## config.mk

```make
export PLATFORM = sky130hd
export DESIGN_NAME = bus_freeze_monitor
export DESIGN_NICKNAME = d
export VERILOG_FILES = /design/src/rtl/bfm_pkg.sv /design/src/rtl/bfm_key_reg.sv /design/src/rtl/bfm_snoop.sv /design/src/rtl/bfm_hold_ctl.sv /design/src/rtl/bfm_master.sv /design/src/rtl/bus_freeze_monitor.sv
export SDC_FILE = /design/constraint.sdc
export NUM_CORES = 1
export LEC_CHECK = 0
export ABC_AREA = 1
export BUFFER_PORTS_ARGS = -buffer_cell sky130_fd_sc_hd__buf_2
export CAP_MARGIN = 20
export CORE_ASPECT_RATIO = 1.25
export CORE_MARGIN = 5
export CORE_UTILIZATION = 49
export CTS_CLUSTER_SIZE = 20
export DETAILED_ROUTE_END_ITERATION = 8
export PLACE_DENSITY_LB_ADDON = 0.25
export SYNTH_ARGS = -nofsm -noshare
export SYNTH_HDL_FRONTEND = slang
export SYNTH_SLANG_ARGS = --single-unit
```

## constraint.sdc

```tcl
create_clock -name clk_i -period 2 [get_ports clk_i]
set_clock_uncertainty 0.15 [all_clocks]
set_input_delay 0.3 -clock clk_i [delete_from_list [all_inputs] [get_ports clk_i]]
set_output_delay 0.3 -clock clk_i [all_outputs]
set_load 0.05 [all_outputs]
```

## src/rtl/bfm_pkg.sv

```systemverilog
package bfm_pkg;
  typedef enum logic [1:0] {
    MS_IDLE = 2'd0,
    MS_REQ  = 2'd1,
    MS_XFER = 2'd2
  } mst_state_e;

  typedef enum logic [1:0] {
    DSP_KEY   = 2'd0,
    DSP_CADDR = 2'd1,
    DSP_CDATA = 2'd2,
    DSP_RDATA = 2'd3
  } disp_src_e;
endpackage

```

## src/rtl/bfm_key_reg.sv

```systemverilog
module bfm_key_reg #(
  parameter int W     = 16,
  parameter int NIB_W = 4,
  localparam int NIBS = W / NIB_W,
  localparam int SELW = (NIBS > 1) ? $clog2(NIBS) : 1
) (
  input  logic             clk_i,
  input  logic             rst_ni,
  input  logic             we_i,
  input  logic [SELW-1:0]  sel_i,
  input  logic [NIB_W-1:0] nib_i,
  output logic [W-1:0]     key_o
);
  for (genvar g = 0; g < NIBS; g++) begin : g_nib
    logic [NIB_W-1:0] nib_q;
    always_ff @(posedge clk_i or negedge rst_ni) begin
      if (!rst_ni)                            nib_q <= '0;
      else if (we_i && sel_i == SELW'(g))     nib_q <= nib_i;
    end
    assign key_o[g*NIB_W +: NIB_W] = nib_q;
  end
endmodule

```

## src/rtl/bfm_snoop.sv

```systemverilog
module bfm_snoop #(
  parameter int W = 16
) (
  input  logic         clk_i,
  input  logic         rst_ni,
  input  logic         vld_i,
  input  logic         own_i,
  input  logic [W-1:0] addr_i,
  input  logic [W-1:0] data_i,
  input  logic [W-1:0] key_i,
  input  logic         en_i,
  output logic         other_o,
  output logic         hit_o,
  output logic [W-1:0] cap_addr_o,
  output logic [W-1:0] cap_data_o
);
  // own strobe on the bus is not a foreign cycle
  assign other_o = vld_i && !own_i;
  assign hit_o   = other_o && en_i && (addr_i == key_i);

  always_ff @(posedge clk_i or negedge rst_ni) begin
    if (!rst_ni) begin
      cap_addr_o <= '0;
      cap_data_o <= '0;
    end else if (other_o) begin
      cap_addr_o <= addr_i;
      cap_data_o <= data_i;
    end
  end
endmodule

```

## src/rtl/bfm_hold_ctl.sv

```systemverilog
module bfm_hold_ctl (
  input  logic clk_i,
  input  logic rst_ni,
  input  logic other_i,
  input  logic hit_i,
  input  logic step_mode_i,
  input  logic step_i,
  input  logic release_i,
  output logic frozen_o,
  output logic hold_o
);
  logic frozen_q, frozen_d;
  logic mode_q;
  logic pass_q, pass_d;
  logic halted_q, pass_set;

  assign halted_q = frozen_q || mode_q;
  assign pass_set = (step_i && halted_q) || (release_i && frozen_q && mode_q);

  always_comb begin
    if (hit_i)          frozen_d = 1'b1;
    else if (release_i) frozen_d = 1'b0;
    else                frozen_d = frozen_q;

    if (pass_set)       pass_d = 1'b1;
    else if (other_i)   pass_d = 1'b0;
    else                pass_d = pass_q;
    // nothing to pass once the hold source is gone
    if (!frozen_d && !step_mode_i) pass_d = 1'b0;
  end

  always_ff @(posedge clk_i or negedge rst_ni) begin
    if (!rst_ni) begin
      frozen_q <= 1'b0;
      mode_q   <= 1'b0;
      pass_q   <= 1'b0;
    end else begin
      frozen_q <= frozen_d;
      mode_q   <= step_mode_i;
      pass_q   <= pass_d;
    end
  end

  assign frozen_o = frozen_q;
  assign hold_o   = halted_q && !pass_q;
endmodule

```

## src/rtl/bfm_master.sv

```systemverilog
module bfm_master
  import bfm_pkg::*;
#(
  parameter int W = 16
) (
  input  logic         clk_i,
  input  logic         rst_ni,
  input  logic         go_i,
  input  logic         we_i,
  input  logic [W-1:0] addr_i,
  input  logic [W-1:0] wdata_i,
  input  logic         gnt_i,
  input  logic         ack_i,
  input  logic [W-1:0] rdata_i,
  output logic         req_o,
  output logic         stb_o,
  output logic         we_o,
  output logic [W-1:0] addr_o,
  output logic [W-1:0] wdata_o,
  output logic [W-1:0] rdata_o,
  output logic         busy_o,
  output logic         done_o
);
  mst_state_e state_q;

  always_ff @(posedge clk_i or negedge rst_ni) begin
    if (!rst_ni) begin
      state_q <= MS_IDLE;
      we_o    <= 1'b0;
      addr_o  <= '0;
      wdata_o <= '0;
      rdata_o <= '0;
      done_o  <= 1'b0;
    end else begin
      done_o <= 1'b0;
      unique case (state_q)
        MS_IDLE: if (go_i) begin
          state_q <= MS_REQ;
          we_o    <= we_i;
          addr_o  <= addr_i;
          wdata_o <= wdata_i;
        end
        MS_REQ: if (gnt_i) state_q <= MS_XFER;
        MS_XFER: if (ack_i) begin
          state_q <= MS_IDLE;
          done_o  <= 1'b1;
          if (!we_o) rdata_o <= rdata_i;
        end
        default: state_q <= MS_IDLE;
      endcase
    end
  end

  assign req_o  = (state_q == MS_REQ) || (state_q == MS_XFER);
  assign stb_o  = (state_q == MS_XFER);
  assign busy_o = (state_q != MS_IDLE);
endmodule

```

## src/rtl/bus_freeze_monitor.sv

```systemverilog
module bus_freeze_monitor
  import bfm_pkg::*;
#(
  parameter int W     = 16,
  parameter int NIB_W = 4,
  localparam int NIBS = W / NIB_W,
  localparam int SELW = (NIBS > 1) ? $clog2(NIBS) : 1
) (
  input  logic             clk_i,
  input  logic             rst_ni,
  input  logic             snp_vld_i,
  input  logic [W-1:0]     snp_addr_i,
  input  logic [W-1:0]     snp_data_i,
  output logic             mst_req_o,
  input  logic             mst_gnt_i,
  output logic             mst_stb_o,
  output logic             mst_we_o,
  output logic [W-1:0]     mst_addr_o,
  output logic [W-1:0]     mst_wdata_o,
  input  logic [W-1:0]     mst_rdata_i,
  input  logic             mst_ack_i,
  output logic             hold_o,
  input  logic             key_we_i,
  input  logic [SELW-1:0]  key_sel_i,
  input  logic [NIB_W-1:0] key_nib_i,
  input  logic             match_en_i,
  input  logic             step_mode_i,
  input  logic             step_i,
  input  logic             release_i,
  input  logic             acc_go_i,
  input  logic             acc_we_i,
  input  logic [W-1:0]     acc_addr_i,
  input  logic [W-1:0]     acc_wdata_i,
  output logic             acc_busy_o,
  output logic             acc_done_o,
  output logic             frozen_o,
  output logic [W-1:0]     cap_addr_o,
  output logic [W-1:0]     cap_data_o,
  input  logic [1:0]       disp_src_i,
  input  logic [SELW-1:0]  disp_sel_i,
  output logic [NIB_W-1:0] disp_nib_o
);
  logic [W-1:0] key_q;
  logic [W-1:0] rdata_q;
  logic         other, hit;
  logic [W-1:0] disp_word;

  bfm_key_reg #(.W(W), .NIB_W(NIB_W)) u_key (
    .clk_i  (clk_i),
    .rst_ni (rst_ni),
    .we_i   (key_we_i),
    .sel_i  (key_sel_i),
    .nib_i  (key_nib_i),
    .key_o  (key_q)
  );

  bfm_snoop #(.W(W)) u_snoop (
    .clk_i      (clk_i),
    .rst_ni     (rst_ni),
    .vld_i      (snp_vld_i),
    .own_i      (mst_stb_o),
    .addr_i     (snp_addr_i),
    .data_i     (snp_data_i),
    .key_i      (key_q),
    .en_i       (match_en_i),
    .other_o    (other),
    .hit_o      (hit),
    .cap_addr_o (cap_addr_o),
    .cap_data_o (cap_data_o)
  );

  bfm_hold_ctl u_hold (
    .clk_i       (clk_i),
    .rst_ni      (rst_ni),
    .other_i     (other),
    .hit_i       (hit),
    .step_mode_i (step_mode_i),
    .step_i      (step_i),
    .release_i   (release_i),
    .frozen_o    (frozen_o),
    .hold_o      (hold_o)
  );

  bfm_master #(.W(W)) u_mst (
    .clk_i   (clk_i),
    .rst_ni  (rst_ni),
    .go_i    (acc_go_i),
    .we_i    (acc_we_i),
    .addr_i  (acc_addr_i),
    .wdata_i (acc_wdata_i),
    .gnt_i   (mst_gnt_i),
    .ack_i   (mst_ack_i),
    .rdata_i (mst_rdata_i),
    .req_o   (mst_req_o),
    .stb_o   (mst_stb_o),
    .we_o    (mst_we_o),
    .addr_o  (mst_addr_o),
    .wdata_o (mst_wdata_o),
    .rdata_o (rdata_q),
    .busy_o  (acc_busy_o),
    .done_o  (acc_done_o)
  );

  always_comb begin
    unique case (disp_src_e'(disp_src_i))
      DSP_KEY:   disp_word = key_q;
      DSP_CADDR: disp_word = cap_addr_o;
      DSP_CDATA: disp_word = cap_data_o;
      default:   disp_word = rdata_q;
    endcase
  end

  assign disp_nib_o = disp_word[disp_sel_i*NIB_W +: NIB_W];
endmodule

```

---- After elaboration in Yosys (flattened, before gate mapping) ----
Cells that the tools add are included.
cells by class
  mux-type cells .......................... 12
  reduce and logical (&&, ||, !) cells .... 27
  bitwise logic cells ..................... 1
  eq/ne operators ......................... 11
  shift-type cells ........................ 1
operators by type and width
  cell                                           number
  case mux 16 bit (3 select lines)               1
  == test 16 bit                                 1
  indexed part select 16 x 5 -> 4 bit            1
  logical AND 1 bit                              12
  == test 2 bit, second input constant           4
  two-way mux 1 bit                              7
  == test 2 x 1 -> 1 bit, second input constant  3
  logical NOT 2 bit                              3
  two-way mux 2 bit                              3
  inequality test 2 bit, second input constant   3
  case mux 2 bit (3 select lines)                1
  AND reduction 3 bit                            2
  logical NOT 1 bit                              4
  logical OR 1 bit                               3
  nonzero test 3 bit                             1
  AND reduction 2 bit                            1
  nonzero test 2 bit                             1
  inverter 1 bit                                 1
storage, ports and cells
  bits of input ports ..................... 102
  logic and storage cells ................. 67
  flip-flop bits (word level) ............. 103
  output and inout port bits .............. 75

---- Depth between registers and ports, before layout ----
Gate-level depths: netlist (run 1).
  depth after elaboration ................. 9
  mapped depth ............................ 11
  depth with buffers taken out ............ 11

---- Hierarchy ----
Synthesis (run 1) repeated with hierarchy kept, for this count alone.
unflattened totals
  cells, all modules ...................... 681
  area, all modules ....................... 5181.2 µm²
by module, submodules not included
  module              times used  area an instance (µm²)  cells an instance  sequential area each (µm²)
  bfm_master          1           2177.1                  237                1301.2
  bfm_snoop           1           1517.7                  204                800.8
  bfm_key_reg         1           709.4                   75                 400.4
  bus_freeze_monitor  1           641.9                   147                0.0
  bfm_hold_ctl        1           135.1                   18                 75.1

---- Worst setup path before layout (run 1) ----
Ideal clock, no wire load.
  path kind ............................... reg2reg
  start point ............................. register u_mst.state_q[0]
  end point ............................... register u_snoop.cap_data_o[10]
  stages on the path, launching flop included .. 7
  setup time .............................. 125 ps
  buffers on the path ..................... 1
  required time ........................... 1725 ps
  path slack .............................. -173 ps
  clock period less this slack ............ 2173 ps
  arrival ................................. 1898 ps
  cell sequence ........................... dfrtp_1 > inv_1 > ha_1 > inv_1 > nand2_1 > buf_2 > mux2_2
on the way
  longest elaborated chain between the ends .. 3
ends and longest elaborated chain
  element                 line                      source
  start, declared         bfm_master.sv:24          mst_state_e state_q;
  start signal, assigned  bfm_master.sv:28          state_q <= MS_IDLE;
  start signal, assigned  bfm_master.sv:38          state_q <= MS_REQ;
  start signal, assigned  bfm_master.sv:43          MS_REQ: if (gnt_i) state_q <= MS_XFER;
  == test 2 bit           bfm_master.sv:55          assign stb_o = (state_q == MS_XFER);
  via mst_stb_o           bus_freeze_monitor.sv:16  output logic mst_stb_o,
  logical NOT 1 bit       bfm_snoop.sv:18           assign other_o = vld_i && !own_i;
  logical AND 1 bit       bfm_snoop.sv:18
  end signal, assigned    bfm_snoop.sv:27           cap_data_o <= data_i;
  end, declared           bfm_snoop.sv:15           output logic [W-1:0] cap_data_o
The timed path passes the listed nets, and every way through them passes these cells.
A chain may end at the register's enable or synchronous reset.

---- Worst setup path in the final report (run 1) ----
  start point ............................. register u_snoop.cap_data_o[14]
  end point ............................... output port disp_nib_o[2]
on the way
  longest elaborated chain between the ends .. 2
ends and longest elaborated chain
  element                              line                       source
  case mux 16 bit (3 select lines)     bus_freeze_monitor.sv:105  unique case (disp_src_e'(disp_src_i))
  indexed part select 16 x 5 -> 4 bit  bus_freeze_monitor.sv:113  assign disp_nib_o = disp_word[disp_sel_i*NIB_W +: NIB_W];
  end, declared                        bus_freeze_monitor.sv:41   output logic [NIB_W-1:0] disp_nib_o
Every way passes these cells.

==> results.tsv, run 1 <==
stage	metric	value	unit
final_layout	fin_util	0.657	
power	pwr_density_cell	1580	nW/um^2
synth	synth_cell_types	24	
routing	vias	3998	
worst_setup_path	critPathArrivalTime	1.47	ns
placed_design	finalWeightedCongestion	0.966	
final_layout	area_growth	32.2	%
die	row_count	40	
timing	fin_crit	1.92	ns
synth	synth_ff_type	dfrtp_1	
routing	dr.pass1.iters	4	
timing	timing.final.crit_share	0.959	
hold_path	hold_path_class	input pin to register	
cts	clockRootBuffer	clkbuf_16	
synth	yosysMostFrequentCell	nand2_1	
timing	rsz0062_at_grt	true	
cts	cts.path.max_buffers	2	
cts	cts_tree	done	
die	start_util	0.497	
final_layout	antenna_cells	0	
die	ioPinCount	177	
final_layout	final_cells	799	
placed_design	dp_cells	776	
synth	avgSynthCellArea	9.92	sq um
global_routing	grt_max_degree	40	
power	total_power	0.00984	W
timing	fin_setup_tns	0	ns
global_routing	grt_use_total	0.220	
routing	via_per_inst	5.00	
worst_setup_path	worst-path-max-fanout	3	
routing	finalWirelength	12500	um
placed_design	portBuffers	176	
synth	synth_area	4720	sq um
global_routing	grt_pass1_wl	20500	um
power	ir_worst_vdd	1.17	mV
synth	synthTopCellsByArea	dfrtp_1 (55%), mux2_2 (14%), nand2_1 (12%)	
cts	clock_sinks	103	
worst_setup_path	end_kind	primary output	
synth	synth-edff-count	0	
global_routing	antenna_found_initial	1	
routing	wl_per_cell	15.7	um
synth	ys_seq_area_frac	0.546	
final_layout	fin_nets	774	
synth	synthesis.nets	582	
power	leakage	3.24	nW
synth	synthTopCellsByCount	nand2_1 (145), dfrtp_1 (103), mux2_2 (59)	
die	die_w	97.8	um
synth	ys_seq_elements	103	
timing	setup_viol	0	
timing	relSlewSlack	0.692	
timing	drv_slew	0	
placed_design	dp_hpwl	9950	um
synth	synthDominantCellAreaShare	0.546	
global_routing	grt_pass1_vias	4262	
status	status	complete, no violations	
die	die_area	11700	sq um
routing	ant_nets	0	
global_routing	grt_remaining_overflow	0	
placed_design	placed_area	5840	sq um
synth	yosys_warnings	0	
die	core_region_area	9510	sq um
cts	clk_pin_slew	0.07	ns
routing	drc	0	
cts	htree_num_levels	3	
final_layout	drive_gt1_frac	0.418	
worst_setup_path	path_class	register to primary output	
run	maxCapViolCount	0	
cts	clk_latency	0.34	ns
synth	async_flop_share	1.00	
synth	yosysTopAreaCell	dfrtp_1	
routing	dr.first_iter.drc_count	230	
worst_setup_path	required	1.55	ns
final_layout	final_cell_area	6240	sq um
timing	hold_viol	0	
worst_setup_path	cp-start-kind	register	
die	fp.dieH	120	um
synth	syn_inst	476	
cts	cts-buffers-inserted	9	
timing	tightestPinTransition	0.463	ns
timing	max_freq	521	MHz
[final cells by class]
class / count / area [sq um]
Fill cell: 819 / 3270
Sequential cell: 103 / 2580
Multi-Input combinational cell: 317 / 1930
Timing Repair Buffer: 195 / 1120
Clock buffer: 10 / 239
Inverter: 42 / 160
Tap cell: 126 / 158
Clock inverter: 6 / 58.8
[flip-flops by register name, indices dropped and copies added (netlist names)]
signal,count
u_mst.rdata_o,16
u_key.g_nib.nib_q,16
u_mst.state_q,2
u_snoop.cap_addr_o,16
u_hold.frozen_o,1
u_hold.mode_q,1
u_mst.we_o,1
u_mst.addr_o,16
u_hold.pass_q,1
u_snoop.cap_data_o,16
u_mst.done_o,1
u_mst.wdata_o,16
[power by group]
group | switching, W | internal, W
combinational | 0.00325 | 0.00141
clock | 0.000747 | 0.00100
sequential | 0.000550 | 0.00288
total | 0.00455 | 0.00529
[logic make-up after synthesis]
| group | synth area share |
|---|---|
| AND/OR/NAND/NOR | 0.167 |
| flip-flops | 0.546 |
| XOR/XNOR | 0.00742 |
| adder cells (fa/ha/maj) | 0.0106 |
| multiplexers | 0.165 |
| buffers and inverters | 0.0519 |
| AO/OA/AOI/OAI | 0.0527 |
[cell usage in the layout (no fill, tap or decap)]
master,synthesis,layout
a21oi_1,9,8
a21oi_2,0,1
buf_12,0,5
buf_2,7,170
buf_4,3,13
buf_6,2,4
bufinv_16,0,1
clkbuf_16,0,9
clkbuf_4,0,1
clkbuf_8,0,1
clkinv_2,0,4
dfrtp_1,103,103
dlygate4sd3_1,0,2
ha_1,4,3
ha_4,0,1
inv_1,39,39
inv_2,3,2
inv_4,0,1
inv_6,0,1
mux2_1,10,10
mux2_2,59,59
nand2_1,145,144
nand2_2,0,1
nand3_1,20,19
nand3_2,0,1
nand4_1,8,8
nor2_1,11,11
nor2_4,2,3
o21ai_0,32,31
o21ai_1,6,7
o21bai_1,1,1
o22ai_1,1,1
or2_1,1,1
or2_2,3,3
xnor2_1,4,4
[critical path, stage by stage, from the launching register on]
cell and delay (ns):
dfrtp_1 0.41, nand2_1 0.08, nand3_1 0.12, a21oi_1 0.15, o21ai_1 0.07, nand2_1 0.06
nand2_1 0.05, buf_4 0.18
[metrics by stage]
step	worst slack, ns	hold slack, ns
2_1_floorplan	0.0907	-0.146
3_3_place_gp	0.0546	0.117
3_5_place_dp	0.0429	0.130
4_1_cts	0.0151	0.0114
5_1_grt	-0.0168	0.0180
6_report	0.0824	0.0214
[final timing paths]
path,startpoint,depth (start not counted),slack (ns),endpoint
max in group asynchronous,rst_ni,3,0.83,u_mst.rdata_o[5]$_DFFE_PN0P_
hold / removal,mst_rdata_i[6],2,0.02,u_mst.rdata_o[6]$_DFFE_PN0P_
min in group asynchronous,rst_ni,2,0.30,u_mst.rdata_o[6]$_DFFE_PN0P_
setup reg to reg,u_mst.state_q[0]$_DFFE_PN0P_,6,0.17,u_snoop.cap_addr_o[2]$_DFFE_PN0N_
setup / recovery,u_snoop.cap_data_o[14]$_DFFE_PN0N_,7,0.08,disp_nib_o[2]
hold reg to reg,u_mst.rdata_o[5]$_DFFE_PN0P_,1,0.34,u_mst.rdata_o[5]$_DFFE_PN0P_
[per-layer routing]
layer / part of all wire / track usage
met5: 0.00072 / 0
met2: 0.51 / 0.382
met3: 0.082 / 0.0756
met1: 0.39 / 0.254
met4: 0.023 / 0.0710
[what timing repair did]
action                     4_1_cts  5_1_grt
setup buffers                    0        5
setup endpoints to repair        1        4
hold endpoints to repair        32        0
hold buffers                     2        0
resized for setup                1       16
Note: power is estimated with default switching activity, not from simulation.
==> run 2, diff against run 1 <==
--- a/config.mk
+++ b/config.mk
@@ -7,10 +7,10 @@
 export LEC_CHECK = 0
 export ABC_AREA = 1
 export BUFFER_PORTS_ARGS = -buffer_cell sky130_fd_sc_hd__buf_2
-export CAP_MARGIN = 20
+export CAP_MARGIN = 10
 export CORE_ASPECT_RATIO = 1.25
 export CORE_MARGIN = 5
-export CORE_UTILIZATION = 49
+export CORE_UTILIZATION = 45
 export CTS_CLUSTER_SIZE = 20
 export DETAILED_ROUTE_END_ITERATION = 8
 export PLACE_DENSITY_LB_ADDON = 0.25
==> constraint.sdc (replaced) <==
create_clock -name clk_i -period 1.75 [get_ports clk_i]
set_clock_uncertainty 0.15 [all_clocks]
set_input_delay 0.2625 -clock clk_i [delete_from_list [all_inputs] [get_ports clk_i]]
set_output_delay 0.2625 -clock clk_i [all_outputs]
set_load 0.05 [all_outputs]
==> run 2 against run 1 <==
Effect of this change: the flow now finishes with violations (setup timing); sequential share of layout area down 4.5 points; total power rose by 21%; non-clock buffer count rose by 68; via count up 9.5%; design area rose by 12%; combinational power is 24% higher; worst setup slack got worse by 0.17 ns; critical endpoint unchanged; highest routed layer is now met4.
==> results.tsv, run 2 (synthesized netlist as in run 1, its figures left out) <==
stage	metric	value	unit	change
power	p_seq_frac	0.330		was 0.348
placed_design	dp_cells	780		was 776
timing	drv_slew	0		unchanged
routing	ant_nets	0		unchanged
final_layout	antenna_cells	0		unchanged
die	ioPinCount	177		unchanged
timing	tightestPinTransition	0.360	ns	was 0.463 ns
global_routing	grt_max_degree	69		was 40
cts	cts_tree	done		unchanged
worst_setup_path	cp-start-kind	register		unchanged
timing	max_freq	544	MHz	
die	core_region_area	10200	sq um	was 9510 sq um
timing	relSlewSlack	0.760		was 0.692
worst_setup_path	crit_chain	nand2_1 > nand3_2 > a21oi_2 > o21ai_1 > nand2_1 > nand2_1 > buf_6		was nand2_1 > nand3_1 > a21oi_1 > o21ai_1 > nand2_1 > nand2_1 > buf_4
timing	rsz0062_at_grt	true		unchanged
global_routing	grt_pass1_vias	4622		was 4262
final_layout	seq_area	2580	sq um	about the same
power	combPwrFrac	0.484		was 0.474
cts	clock_sinks	103		unchanged
status	violations	setup timing		
power	p_sw_frac	0.449		was 0.462
status	status	complete, but fails checks		was complete, no violations
power	clock_power_share	0.186		was 0.178
final_layout	final_common_cell	buf_2		unchanged
final_layout	final_cell_mix	buf_2 (168), nand2_1 (140), dfrtp_1 (98), mux2_2 (59), dlygate4sd3_1 (47)		was buf_2 (170), nand2_1 (144), dfrtp_1 (103), mux2_2 (59), inv_1 (39)
global_routing	antenna_found_initial	0		was 1
cts	cts-buffers-inserted	9		unchanged
cts	clockRootBuffer	clkbuf_16		unchanged
final_layout	n_fill_cell	791		was 819
timing	fin_setup_tns	-0.274	ns	was 0 ns
routing	dr.first_iter.drc_count	214		was 230
power	pwr_density_cell	1700	nW/um^2	was 1580 nW/um^2
worst_setup_path	crit_family	flip-flops		unchanged
hold_path	hold_path_class	input pin to register		unchanged
worst_setup_path	rr_worst_depth	6		unchanged
power	p_int	0.00658	W	was 0.00529 W
worst_setup_path	end_kind	primary output		unchanged
placed_design	dp_hpwl	10100	um	was 9950 um
global_routing	grt_pass1_wl	22400	um	was 20500 um
final_layout	final_cells	870		was 799
cts	htree_num_levels	3		unchanged
worst_setup_path	required	1.34	ns	was 1.55 ns
global_routing	grt_use_total	0.223		was 0.220
die	die_w	102	um	was 97.8 um
final_layout	drive_gt1_frac	0.437		was 0.418
timing	hold_viol	0		unchanged
routing	finalWirelength	14000	um	was 12500 um
worst_setup_path	crit_path_frequent_cell	nand2_1		unchanged
placed_design	finalWeightedCongestion	0.948		was 0.966
die	fp.dieH	125	um	was 120 um
timing	fin_crit	1.84	ns	
final_layout	multiInputGateArea	1980	sq um	was 1930 sq um
timing	fin_ws	-0.0888	ns	was 0.0824 ns
worst_setup_path	critPathArrivalTime	1.43	ns	was 1.47 ns
final_layout	area_growth	48.6	%	was 32.2%
power	ir_worst_vdd	1.23	mV	was 1.17 mV
timing	timing.final.crit_share	1.05		
die	die_area	12700	sq um	was 11700 sq um
worst_setup_path	cp.depth	7		unchanged
die	start_util	0.463		was 0.497
run	maxCapViolCount	0		unchanged
routing	vias	4376		was 3998
power	total_power	0.0119	W	was 0.00984 W
power	leakage	3.58	nW	was 3.24 nW
cts	clk_pin_slew	0.07	ns	about the same
hold_path	min_path_cells	2		unchanged
die	row_count	41		was 40
routing	via_per_inst	5.03		was 5.00
routing	wl_per_cell	16.1	um	was 15.7 um
final_layout	fin_util	0.687		was 0.657
power	switchingPower	0.00536	W	was 0.00455 W
worst_setup_path	path_buf_inv	1		unchanged
timing	setup_viol	4		was 0
worst_setup_path	crit_path_max_incr_delay	0.42	ns	was 0.41 ns
worst_setup_path	path_class	register to primary output		unchanged
routing	dr.pass1.iters	5		was 4
cts	cts.path.max_buffers	2		unchanged
worst_setup_path	cp_slowest_cell	dfrtp_1		unchanged
cts	clk_latency	0.34	ns	about the same
worst_setup_path	worst-path-max-fanout	3		unchanged
placed_design	place_ws	-0.123	ns	was 0.0429 ns
routing	drc	0		unchanged
global_routing	grt_remaining_overflow	0		unchanged
placed_design	portBuffers	176		unchanged
final_layout	fin_nets	842		was 774
==> run 2: area by class of cell <==
class / instances / share of cell area
clock buffer: 13 / 0.0385
clock inverter: 3 / 0.00927
multi-input combinational: 317 / 0.283
inverter: 42 / 0.0232
tap: 129 / 0.0230
sequential: 103 / 0.368
timing repair buffer: 263 / 0.255
==> run 2: worst paths after layout <==
check | endpoint | slack [ns] | startpoint
setup / recovery | disp_nib_o[2] | -0.09 | u_snoop.cap_data_o[2]$_DFFE_PN0N_
hold / removal | u_mst.rdata_o[11]$_DFFE_PN0P_ | 0.01 | mst_rdata_i[11]
setup reg to reg | u_mst.rdata_o[2]$_DFFE_PN0P_ | 0.05 | u_mst.state_q[0]$_DFFE_PN0P_
hold reg to reg | u_mst.rdata_o[4]$_DFFE_PN0P_ | 0.35 | u_mst.rdata_o[4]$_DFFE_PN0P_
max in group asynchronous | u_key.g_nib[2].nib_q[3]$_DFFE_PN0P_ | 0.77 | rst_ni
min in group asynchronous | u_snoop.cap_data_o[10]$_DFFE_PN0N_ | 0.12 | rst_ni
==> run 2: through the flow <==
step                cell area (sq um)  hold WS, ns
finish                           7020       0.0103
global route                     7020     0.000204
CTS                              6830     0.000333
detailed placement               5900      -0.0830
global placement                 5900      -0.0812
floorplan                        4760       -0.183
==> run 2: timing repair <==
| action | in CTS | in global routing |
|---|---|---|
| setup endpoints to repair | 6 | 6 |
| hold buffers | 41 | 6 |
| resized for setup | 16 | 18 |
| pin swaps | 9 | 10 |
| buffers inserted | 16 | 11 |
| endpoints found under the hold margin | 143 | 6 |
==> run 2: power groups by stage <==
| stage | Sequential (W) | Combinational [W] | Clock, W |
|---|---|---|---|
| 6_report | 0.00394 | 0.00578 | 0.00222 |
| 5_1_grt | 0.00405 | 0.00611 | 0.00238 |
| 4_1_cts | 0.00393 | 0.00563 | 0.00227 |
| 3_5_place_dp | 0.00400 | 0.00533 | 0 |
| 3_3_place_gp | 0.00397 | 0.00522 | 0 |
| 2_1_floorplan | 0.00604 | 0.00178 | 0 |
==> run 2: worst reg2reg max path: stages (launching register included) <==
cell	delay [ns]
dfrtp_1	0.39
inv_2	0.11
ha_4	0.16
nand2_2	0.05
or2_4	0.23
buf_12	0.15
mux2_1	0.33
==> run 2: layer usage <==
layer,part of all wire,vias up,GRT usage,routed length [um]
li1,-,2068,-,-
met1,0.38,2085,0.269,5310
met5,0,-,0,0
met4,0.026,0,0.0876,369
met2,0.50,200,0.367,7070
met3,0.089,23,0.0672,1250
